--- src/rtl/bbexit_pkg.sv ---
package bbexit_pkg;

    localparam int MAX_LIVE = 4;

    typedef enum logic {
        SIDE_NOT_TAKEN = 1'b0,
        SIDE_TAKEN     = 1'b1
    } side_e;

    typedef struct packed {
        logic  valid;
        side_e side;
    } steer_s;

    function automatic logic pick_ready(input side_e s, input logic rdy_tk, input logic rdy_nt);
        return (s == SIDE_TAKEN) ? rdy_tk : rdy_nt;
    endfunction

    function automatic side_e to_side(input logic bitval);
        return bitval ? SIDE_TAKEN : SIDE_NOT_TAKEN;
    endfunction

endpackage

--- src/rtl/bbx_fork.sv ---
module bbx_fork
    import bbexit_pkg::*;
#(
    parameter int N_OUT = 3
) (
    input  logic             clk,
    input  logic             rst,
    input  steer_s           in_tok,
    output logic             in_ready,
    output logic [N_OUT-1:0] out_valid,
    output side_e            out_side,
    input  logic [N_OUT-1:0] out_ready
);

    logic [N_OUT-1:0] served;
    logic [N_OUT-1:0] taken;

    always_comb begin
        out_side  = in_tok.side;
        out_valid = {N_OUT{in_tok.valid}} & ~served;
        taken     = served | (out_valid & out_ready);
        in_ready  = in_tok.valid & (&taken);
    end

    always_ff @(posedge clk) begin
        if (rst) begin
            served <= '0;
        end else if (in_tok.valid && in_ready) begin
            served <= '0;
        end else if (in_tok.valid) begin
            served <= taken;
        end
    end

    assert_fork_clear_R6: assert property (@(posedge clk) disable iff (rst)
        (in_tok.valid && in_ready) |=> (served == '0));

    for (genvar k = 0; k < N_OUT; k++) begin : g_once
        assert_fork_single_copy_R6: assert property (@(posedge clk) disable iff (rst)
            (out_valid[k] && out_ready[k] && !in_ready) |=> !out_valid[k]);
    end

endmodule

--- src/rtl/bbx_branch.sv ---
module bbx_branch
    import bbexit_pkg::*;
#(
    parameter int DW = 8
) (
    input  logic          clk,
    input  logic          rst,
    input  logic          d_valid,
    input  logic [DW-1:0] d_data,
    output logic          d_ready,
    input  logic          c_valid,
    input  side_e         c_side,
    output logic          c_ready,
    output logic          tk_valid,
    output logic [DW-1:0] tk_data,
    input  logic          tk_ready,
    output logic          nt_valid,
    output logic [DW-1:0] nt_data,
    input  logic          nt_ready
);

    logic joined;
    logic sel_ready;

    always_comb begin
        joined    = d_valid & c_valid;
        sel_ready = pick_ready(c_side, tk_ready, nt_ready);
        tk_valid  = joined & (c_side == SIDE_TAKEN);
        nt_valid  = joined & (c_side == SIDE_NOT_TAKEN);
        tk_data   = d_data;
        nt_data   = d_data;
        d_ready   = c_valid & sel_ready;
        c_ready   = d_valid & sel_ready;
    end

    assert_one_side_R4: assert property (@(posedge clk) disable iff (rst)
        $onehot0({tk_valid, nt_valid}));

    assert_joint_consume_R5: assert property (@(posedge clk) disable iff (rst)
        (d_valid && d_ready) |-> (c_valid && c_ready));

    assert_tk_hold_R9: assert property (@(posedge clk) disable iff (rst)
        (tk_valid && !tk_ready) |=> (tk_valid && $stable(tk_data)));

    assert_nt_hold_R9: assert property (@(posedge clk) disable iff (rst)
        (nt_valid && !nt_ready) |=> (nt_valid && $stable(nt_data)));

endmodule

--- src/rtl/bbx_sink.sv ---
module bbx_sink #(
    parameter int DW = 8
) (
    input  logic          in_valid,
    input  logic [DW-1:0] in_data,
    output logic          in_ready
);

    logic unused_sink_bits;

    assign unused_sink_bits = ^{in_valid, in_data};
    assign in_ready         = 1'b1;

endmodule

--- src/rtl/bbexit_steer.sv ---
module bbexit_steer
    import bbexit_pkg::*;
#(
    parameter int                N_LIVE  = 2,
    parameter int                DW      = 8,
    parameter logic [MAX_LIVE:0] TK_SINK = 5'b00100,
    parameter logic [MAX_LIVE:0] NT_SINK = 5'b00001
) (
    input  logic                 clk,
    input  logic                 rst,
    input  logic                 cond_valid,
    input  logic                 cond_value,
    output logic                 cond_ready,
    input  logic [N_LIVE-1:0]    lo_valid,
    input  logic [N_LIVE*DW-1:0] lo_data,
    output logic [N_LIVE-1:0]    lo_ready,
    input  logic                 ctl_valid,
    output logic                 ctl_ready,
    output logic [N_LIVE-1:0]    tk_valid,
    output logic [N_LIVE*DW-1:0] tk_data,
    input  logic [N_LIVE-1:0]    tk_ready,
    output logic [N_LIVE-1:0]    nt_valid,
    output logic [N_LIVE*DW-1:0] nt_data,
    input  logic [N_LIVE-1:0]    nt_ready,
    output logic                 ctl_tk_valid,
    input  logic                 ctl_tk_ready,
    output logic                 ctl_nt_valid,
    input  logic                 ctl_nt_ready
);

    localparam int N_UNITS = N_LIVE + 1;
    localparam int CTL_IDX = N_LIVE;

    steer_s             cond_tok;
    logic [N_UNITS-1:0] cp_valid;
    logic [N_UNITS-1:0] cp_ready;
    side_e              cp_side;

    assign cond_tok.valid = cond_valid;
    assign cond_tok.side  = to_side(cond_value);

    bbx_fork #(.N_OUT(N_UNITS)) u_fork (
        .clk       (clk),
        .rst       (rst),
        .in_tok    (cond_tok),
        .in_ready  (cond_ready),
        .out_valid (cp_valid),
        .out_side  (cp_side),
        .out_ready (cp_ready)
    );

    for (genvar i = 0; i < N_LIVE; i++) begin : g_live
        logic          b_tk_valid, b_nt_valid, b_tk_ready, b_nt_ready;
        logic [DW-1:0] b_tk_data, b_nt_data;

        bbx_branch #(.DW(DW)) u_branch (
            .clk      (clk),
            .rst      (rst),
            .d_valid  (lo_valid[i]),
            .d_data   (lo_data[i*DW +: DW]),
            .d_ready  (lo_ready[i]),
            .c_valid  (cp_valid[i]),
            .c_side   (cp_side),
            .c_ready  (cp_ready[i]),
            .tk_valid (b_tk_valid),
            .tk_data  (b_tk_data),
            .tk_ready (b_tk_ready),
            .nt_valid (b_nt_valid),
            .nt_data  (b_nt_data),
            .nt_ready (b_nt_ready)
        );

        if (TK_SINK[i]) begin : g_tk_sink
            logic unused_tk_rdy;
            assign unused_tk_rdy = tk_ready[i];
            bbx_sink #(.DW(DW)) u_sink (
                .in_valid (b_tk_valid),
                .in_data  (b_tk_data),
                .in_ready (b_tk_ready)
            );
            assign tk_valid[i]            = 1'b0;
            assign tk_data[i*DW +: DW]    = '0;
        end else begin : g_tk_port
            assign tk_valid[i]            = b_tk_valid;
            assign tk_data[i*DW +: DW]    = b_tk_data;
            assign b_tk_ready             = tk_ready[i];
        end

        if (NT_SINK[i]) begin : g_nt_sink
            logic unused_nt_rdy;
            assign unused_nt_rdy = nt_ready[i];
            bbx_sink #(.DW(DW)) u_sink (
                .in_valid (b_nt_valid),
                .in_data  (b_nt_data),
                .in_ready (b_nt_ready)
            );
            assign nt_valid[i]            = 1'b0;
            assign nt_data[i*DW +: DW]    = '0;
        end else begin : g_nt_port
            assign nt_valid[i]            = b_nt_valid;
            assign nt_data[i*DW +: DW]    = b_nt_data;
            assign b_nt_ready             = nt_ready[i];
        end
    end

    logic c_tk_valid, c_nt_valid, c_tk_ready, c_nt_ready;
    logic unused_ctl_tk_data, unused_ctl_nt_data;

    bbx_branch #(.DW(1)) u_ctl_branch (
        .clk      (clk),
        .rst      (rst),
        .d_valid  (ctl_valid),
        .d_data   (1'b0),
        .d_ready  (ctl_ready),
        .c_valid  (cp_valid[CTL_IDX]),
        .c_side   (cp_side),
        .c_ready  (cp_ready[CTL_IDX]),
        .tk_valid (c_tk_valid),
        .tk_data  (unused_ctl_tk_data),
        .tk_ready (c_tk_ready),
        .nt_valid (c_nt_valid),
        .nt_data  (unused_ctl_nt_data),
        .nt_ready (c_nt_ready)
    );

    if (TK_SINK[CTL_IDX]) begin : g_ctl_tk_sink
        logic unused_ctl_tk_rdy;
        assign unused_ctl_tk_rdy = ctl_tk_ready;
        bbx_sink #(.DW(1)) u_sink (
            .in_valid (c_tk_valid),
            .in_data  (1'b0),
            .in_ready (c_tk_ready)
        );
        assign ctl_tk_valid = 1'b0;
    end else begin : g_ctl_tk_port
        assign ctl_tk_valid = c_tk_valid;
        assign c_tk_ready   = ctl_tk_ready;
    end

    if (NT_SINK[CTL_IDX]) begin : g_ctl_nt_sink
        logic unused_ctl_nt_rdy;
        assign unused_ctl_nt_rdy = ctl_nt_ready;
        bbx_sink #(.DW(1)) u_sink (
            .in_valid (c_nt_valid),
            .in_data  (1'b0),
            .in_ready (c_nt_ready)
        );
        assign ctl_nt_valid = 1'b0;
    end else begin : g_ctl_nt_port
        assign ctl_nt_valid = c_nt_valid;
        assign c_nt_ready   = ctl_nt_ready;
    end

    assert_cond_taken_with_units_R6: assert property (@(posedge clk) disable iff (rst)
        (cond_valid && cond_ready) |-> (cp_valid == '0 || (cp_valid & cp_ready) == cp_valid));

endmodule

--- config.mk ---
export PLATFORM = sky130hd
export DESIGN_NAME = bbexit_steer
export DESIGN_NICKNAME = d
export VERILOG_FILES = /design/src/rtl/bbexit_pkg.sv /design/src/rtl/bbx_fork.sv /design/src/rtl/bbx_branch.sv /design/src/rtl/bbx_sink.sv /design/src/rtl/bbexit_steer.sv
export SDC_FILE = /design/constraint.sdc
export NUM_CORES = 1
export LEC_CHECK = 0
export BUFFER_PORTS_ARGS = -buffer_cell sky130_fd_sc_hd__buf_2
export CAP_MARGIN = 25
export CORE_MARGIN = 2
export CORE_UTILIZATION = 34
export CTS_CLUSTER_SIZE = 40
export DETAILED_ROUTE_END_ITERATION = 10
export PLACE_DENSITY = 0.85
export SYNTH_ARGS = -nofsm -noshare
export SYNTH_HDL_FRONTEND = slang
export SYNTH_SLANG_ARGS = --single-unit
--- constraint.sdc ---
create_clock -name clk -period 1.6 [get_ports clk]
set_input_delay 0.16 -clock clk [delete_from_list [all_inputs] [get_ports clk]]
set_output_delay 0.16 -clock clk [all_outputs]
set_load 0.005 [all_outputs]
==> impl_summary.log, run 1 <==
[metrics] dpl hpwl: 763.2 um
[metrics] setup repair after global routing missed its margin: false
[metrics] width of the die: 44.42 um
[metrics] number of cells produced by synthesis: 67
[metrics] part of the cycle the worst path needs: 0.8417
[metrics] CP Capture Type: output port
[metrics] I/O pin cnt: 71
[metrics] cell mode on critical path: sky130_fd_sc_hd__buf_2
[metrics] count of antenna-violating nets left after detailed routing: 0
[metrics] cell area after placement: 402.9 sq um
[metrics] count of standard-cell rows: 14
[metrics] result of the run: finished, final reports clean
[metrics] post-detailed-route DRC marker count: 0
[metrics] hold violation total from the final report: 0
[metrics] total power density per cell area: 711.5 nW/um^2
[metrics] P_leak: 0.2240 nW
[metrics] type of the worst setup path: in -> out
[metrics] diode insertion count for antenna repair: 0
[metrics] number of H-tree levels: 1
[metrics] Layout Cell Area excl Fill: 429.2 sq um
[metrics] clock latency of the later-clocked register in the worst-skew pair: 240 ps
[metrics] critical path data required time: 1440 ps
[metrics] global-route wire length before repair: 1366 um
[metrics] sum of routed wire length over all layers: 911 um
[metrics] number of cells traversed by the worst register-to-register path: 2
[metrics] GPL Wtd Cong: 0.7329
[metrics] via density per instance: 4.486
[metrics] Warnings, synthesis: 0
[metrics] largest vdd supply drop: 0.2188 mV
[metrics] Internal Dissipation: 0.2155 mW
[metrics] Net count, final: 88
[metrics] Port Buffer Count: 18
[metrics] Slowest Stage Delay on Critical Path: 330 ps
[metrics] setup clock skew after layout: 3.166 ps
[metrics] initial antenna violation count: 0
[metrics] global-route usage over all layers: 0.1024
[metrics] fraction of power spent switching nets: 0.2943
[metrics] total CTS buffers: 3
[metrics] fraction of power consumed by sequential logic: 0.278
[metrics] number of clock sinks seen by CTS: 3
[metrics] distinct cell type count of the synthesized netlist: 25
[metrics] critical-path cell with the highest stage delay: sky130_fd_sc_hd__mux2_4
[metrics] final-layout fill cell count: 169
[metrics] Pre-antenna DRT Iters: 2
[metrics] critical path data arrival time: 1190 ps
[metrics] max-cap violations: 0
[metrics] Largest regs: u_fork.served: 3 flops
[metrics] chip height: 44.42 um
[metrics] setup ws final: 253.3 ps
[metrics] Hold Crit Class: in -> reg
[metrics] sw power: 0.08987 mW
[metrics] DIE AREA: 1973 sq um
[metrics] via count of the routed design: 332
[metrics] part of the total power dissipated in combinational logic: 0.272
[metrics] vias in the first global route: 310
[metrics] startpoint class of the critical path: primary input
[metrics] largest net degree at the start of global routing: 13
[metrics] Fin Setup TNS: 0 ps
[metrics] ordered cell list for the critical path: buf_2 -> mux2_4 -> a31o_4 -> and3_1 -> buf_2
[metrics] Core ar.: 1524 sq um
[metrics] critical path peak fanout: 8
[metrics] clock tree from TritonCTS: done
[metrics] Synth Register Bits: 3
[metrics] number of enable-type register cells in the synthesized netlist: 0
[metrics] number of max-slew violations in the final report: 0
[metrics] Syn-to-layout area delta: -22.75%
[metrics] cell area after technology mapping: 555.5 sq um
[metrics] proportion of power drawn by the clock network: 0.451
[metrics] post-place setup slack: 250.3 ps
[metrics] prevailing post-synth register cell: sky130_fd_sc_hd__dfxtp_1
[metrics] average wire length per cell after detail routing: 12.31 um
[metrics] Hold Path Cell Cnt: 2
[metrics] number of flip-flops under the largest register name: 3
[metrics] fraction of registers with async set or reset after synthesis: 0
[metrics] proportion of synthesized chip area in sequential cells: 0.1081
[metrics] drt first-iter violations: 4
[metrics] root buffer cell: sky130_fd_sc_hd__clkbuf_4
[metrics] largest register by flop count: u_fork.served
[metrics] Resize count post-CTS: 0
[metrics] synthesized area per cell: 8.292 sq um
[metrics] share of final-layout standard cells stronger than drive strength 1: 0.5172
[metrics] post-layout minimum cycle time: 1347 ps
[metrics] setup-violating endpoint count in the final report: 0
[metrics] Post-CTS Setup Inserts: 0
[metrics] total grt overflow: 0
[metrics] Initial Utilization: 0.3645
[metrics] maximum frequency from static timing analysis: 742.6 MHz
[metrics] clk slew on worst S/H paths: 40 ps
[metrics] Post-CTS Hold Fix Bufs: 0
[metrics] largest buffer count on any clock path: 2
==> metrics by stage <==
stage,utilization,power [mW],cells,hold WS [ps]
finish,0.2816,0.3053,74,133.5
global route,0.2816,0.3279,74,132.8
CTS,0.2816,0.3086,74,132.0
detailed placement,0.2644,0.1694,70,320.0
global placement,0.2644,0.1650,70,320.0
floorplan,-,0.2103,76,224.6
==> synthesized netlist by cell type, types with 2 or more instances <==
master / count / area (sq um)
sky130_fd_sc_hd__a31oi_1: 2 / 12.51
sky130_fd_sc_hd__buf_4: 39 / 292.8
sky130_fd_sc_hd__dfxtp_1: 3 / 60.06
sky130_fd_sc_hd__nor2_1: 2 / 7.510
==> final timing paths <==
path | from | end | slack [ps]
setup / recovery | cond_value | cond_ready | 250
hold reg to reg | u_fork.served[1] | u_fork.served[1] | 570
setup reg to reg | u_fork.served[0] | u_fork.served[2] | 700
hold / removal | rst | u_fork.served[0] | 130
==> final cells by class <==
cell class,count,area (sq um),area share
Tap cell,16,20.02,0.04665
Timing Repair Buffer,18,90.09,0.2099
Clock buffer,4,26.28,0.06122
Sequential cell,3,60.06,0.1399
Multi-Input combinational cell,33,232.7,0.5423
==> kinds of logic after synthesis <==
| family | synth area share |
|---|---|
| DFF | 0.1081 |
| muxes | 0.02702 |
| and+or+nand+nor | 0.1532 |
| buffers and inverters | 0.5338 |
| AOI/OAI and AO/OA | 0.1712 |
| other | 0.006750 |
==> worst max-delay path, delay by kind of cell <==
family          cells  cell delay, ps
compound gates      1             260
mux                 1             330
simple gates        1             150
buf+inv             2             280
==> per-layer routing <==
| metal | routed length (um) | global-route usage |
|---|---|---|
| met2 | 487 | 0.1588 |
| met1 | 276 | 0.08374 |
| met4 | 13 | 0.1030 |
| met5 | 0 | 0 |
| met3 | 134 | 0.06939 |
==> power by group through the flow <==
stage               clock (mW)  sequential (mW)  combinational (mW)
global placement             0           0.0853              0.0797
finish                   0.138           0.0847              0.0829
detailed placement           0           0.0860              0.0834
CTS                      0.140           0.0847              0.0839
floorplan                    0           0.0848               0.126
global route             0.150           0.0856              0.0926
==> cells in the final DEF, fill, tap and decap left out, drive strengths merged, types with 2 or more instances in the layout <==
cell type  instances
a31o               2
dfxtp              3
nor2               2
a211oi             2
conb              10
buf               18
clkbuf             4
and3               2
o21a               2
a31oi              2
Power figures use the tool's default switching activity.
==> run 2, diff against run 1 <==
--- a/config.mk
+++ b/config.mk
@@ -8,10 +8,10 @@
 export BUFFER_PORTS_ARGS = -buffer_cell sky130_fd_sc_hd__buf_2
 export CAP_MARGIN = 25
 export CORE_MARGIN = 2
-export CORE_UTILIZATION = 34
+export CORE_UTILIZATION = 31
 export CTS_CLUSTER_SIZE = 40
 export DETAILED_ROUTE_END_ITERATION = 10
-export PLACE_DENSITY = 0.85
+export PLACE_DENSITY = 0.79
 export SYNTH_ARGS = -nofsm -noshare
 export SYNTH_HDL_FRONTEND = slang
 export SYNTH_SLANG_ARGS = --single-unit
==> constraint.sdc (replaced) <==
create_clock -name clk -period 1.4 [get_ports clk]
set_input_delay 0.14 -clock clk [delete_from_list [all_inputs] [get_ports clk]]
set_output_delay 0.14 -clock clk [all_outputs]
set_load 0.005 [all_outputs]
==> impl_summary.log, run 2 (synthesis gave the netlist of run 1 again) <==
[metrics] Largest regs: u_fork.served: 3 flops
[metrics] count of antenna-violating nets left after detailed routing: 0
[metrics] post-place setup slack: 132.0 ps
[metrics] total power density per cell area: 785.8 nW/um^2
[metrics] min-delay src: rst
[metrics] clock latency of the later-clocked register in the worst-skew pair: 240 ps
[metrics] initial antenna violation count: 0
[metrics] number of flip-flops under the largest register name: 3
[metrics] Hold Crit Class: in -> reg
[metrics] most used cells in the layout excluding fill and tap cells: sky130_fd_sc_hd__buf_2, sky130_fd_sc_hd__conb_1, sky130_fd_sc_hd__clkbuf_4, sky130_fd_sc_hd__dfxtp_1
[metrics] setup repair after global routing missed its margin: false
[metrics] startpoint class of the critical path: primary input
[metrics] setup clock skew after layout: 5.184 ps
[metrics] chip height: 46.33 um
[metrics] GR met2 Demand/Resource: 0.1361
[metrics] global-route usage over all layers: 0.09236
[metrics] setup-violating endpoint count in the final report: 0
[metrics] sum of routed wire length over all layers: 862 um
[metrics] count of standard-cell rows: 15
[metrics] Pre-antenna DRT Iters: 4
[metrics] largest vdd supply drop: 0.3150 mV
[metrics] GPL Wtd Cong: 0.6976
[metrics] critical path data arrival time: 1120 ps
[metrics] number of max-slew violations in the final report: 0
[metrics] setup ws final: 138.0 ps
[metrics] Internal Dissipation: 0.2481 mW
[metrics] Worst R2R End: u_fork.served[2]
[metrics] hold violation total from the final report: 0
[metrics] global-route wire length before repair: 1317 um
[metrics] number of H-tree levels: 1
[metrics] Post-CTS Setup Inserts: 0
[metrics] maximum frequency from static timing analysis: 792.4 MHz
[metrics] DIE AREA: 2146 sq um
[metrics] Net count, final: 89
[metrics] average wire length per cell after detail routing: 10.26 um
[metrics] R2R setup slack: 530 ps
[metrics] dpl hpwl: 715.4 um
[metrics] number of clock sinks seen by CTS: 3
[metrics] sw power: 0.1039 mW
[metrics] global-route met1 utilization: 0.08121
[metrics] cell area after placement: 421.7 sq um
[metrics] post-layout minimum cycle time: 1262 ps
[metrics] Resize count post-CTS: 0
[metrics] source of the worst register-to-register timing path: u_fork.served[0]
[metrics] commonest non-fill, non-tap cell in the layout: sky130_fd_sc_hd__buf_2
[metrics] Port Buffer Count: 18
[metrics] via count of the routed design: 347
[metrics] total grt overflow: 0
[metrics] type of the worst setup path: in -> out
[metrics] fin util: 0.2623
[metrics] number of cells traversed by the worst register-to-register path: 2
[metrics] critical path peak fanout: 5
[metrics] diode insertion count for antenna repair: 0
[metrics] result of the run: finished, final reports clean
[metrics] critical path data required time: 1260 ps
[metrics] Layout Cell Area excl Fill: 447.9 sq um
[metrics] drt first-iter violations: 4
[metrics] Core ar.: 1708 sq um
[metrics] clock tree from TritonCTS: done
[metrics] largest register by flop count: u_fork.served
[metrics] CP Capture Type: output port
[metrics] width of the die: 46.33 um
[metrics] vias in the first global route: 305
[metrics] Syn-to-layout area delta: -19.37%
[metrics] largest buffer count on any clock path: 2
[metrics] Fin Setup TNS: 0 ps
[metrics] part of the total power dissipated in combinational logic: 0.272
[metrics] largest net degree at the start of global routing: 13
[metrics] Post-CTS Hold Fix Bufs: 0
[metrics] Initial Utilization: 0.3253
[metrics] clk slew on worst S/H paths: 40 ps
[metrics] proportion of power drawn by the clock network: 0.454
[metrics] post-detailed-route DRC marker count: 0
[metrics] total CTS buffers: 3
[metrics] max-cap violations: 0
[metrics] via density per instance: 4.131
[metrics] P_leak: 0.2288 nW
[metrics] met3 track utilization from global routing: 0.05882
[metrics] Hold Path Cell Cnt: 2
[metrics] part of the cycle the worst path needs: 0.9014
[metrics] share of final-layout standard cells stronger than drive strength 1: 0.5254
[metrics] fraction of power spent switching nets: 0.2951
[metrics] global-route layer with the greatest usage: met2
[metrics] root buffer cell: sky130_fd_sc_hd__clkbuf_4
[metrics] fraction of power consumed by sequential logic: 0.274
[metrics] I/O pin cnt: 71
[metrics] hold-critical path endpoint: u_fork.served[0]
## run 2: cell types whose count changed in the layout (fill, tap and decap cells not counted), sizes merged
cell / change
buf: +1
## run 2: critical path: stages
cell and delay, ps:
sky130_fd_sc_hd__buf_2 140, sky130_fd_sc_hd__mux2_4 320, sky130_fd_sc_hd__a31o_4 260, sky130_fd_sc_hd__and3_1 140
sky130_fd_sc_hd__buf_2 120
## run 2: layout make-up
cell class	count	area, sq um
flip-flops and latches	3	60.06
clock buffers	4	26.28
multi-input cells	33	232.7
well taps	25	31.28
repair buffers	19	97.59
fillers	205	1260
## run 2: power by group through the flow
stage / combinational [mW] / sequential (mW) / clock [mW]
final: 0.0958 / 0.0965 / 0.160
after global routing: 0.109 / 0.0971 / 0.169
after CTS: 0.0970 / 0.0966 / 0.163
after detailed placement: 0.0965 / 0.0981 / 0
after global placement: 0.0942 / 0.0975 / 0
after floorplan: 0.143 / 0.0969 / 0
## run 2: metal layers
metal / share of wire / wire length (um)
met5: 0 / 0
met4: 0.037 / 32
met3: 0.14 / 118
met2: 0.49 / 420
met1: 0.34 / 291
## run 2: worst max path at each step
stage | from | end | cells after the start
3_5_place_dp | cond_value | cond_ready | 5
4_1_cts | cond_value | cond_ready | 5
6_report | cond_value | cond_ready | 5
3_3_place_gp | cond_value | cond_ready | 5
2_1_floorplan | cond_valid | tk_valid[1] | 4
5_1_grt | cond_value | cond_ready | 5
## run 2: stage by stage
| stage | std cells | hold slack (ps) | power [mW] |
|---|---|---|---|
| floorplan | 76 | 204.6 | 0.2403 |
| global placement | 80 | 280.0 | 0.1916 |
| detailed placement | 80 | 280.0 | 0.1945 |
| CTS | 84 | 103.6 | 0.3571 |
| global route | 84 | 116.3 | 0.3751 |
| finish | 84 | 106.7 | 0.3520 |
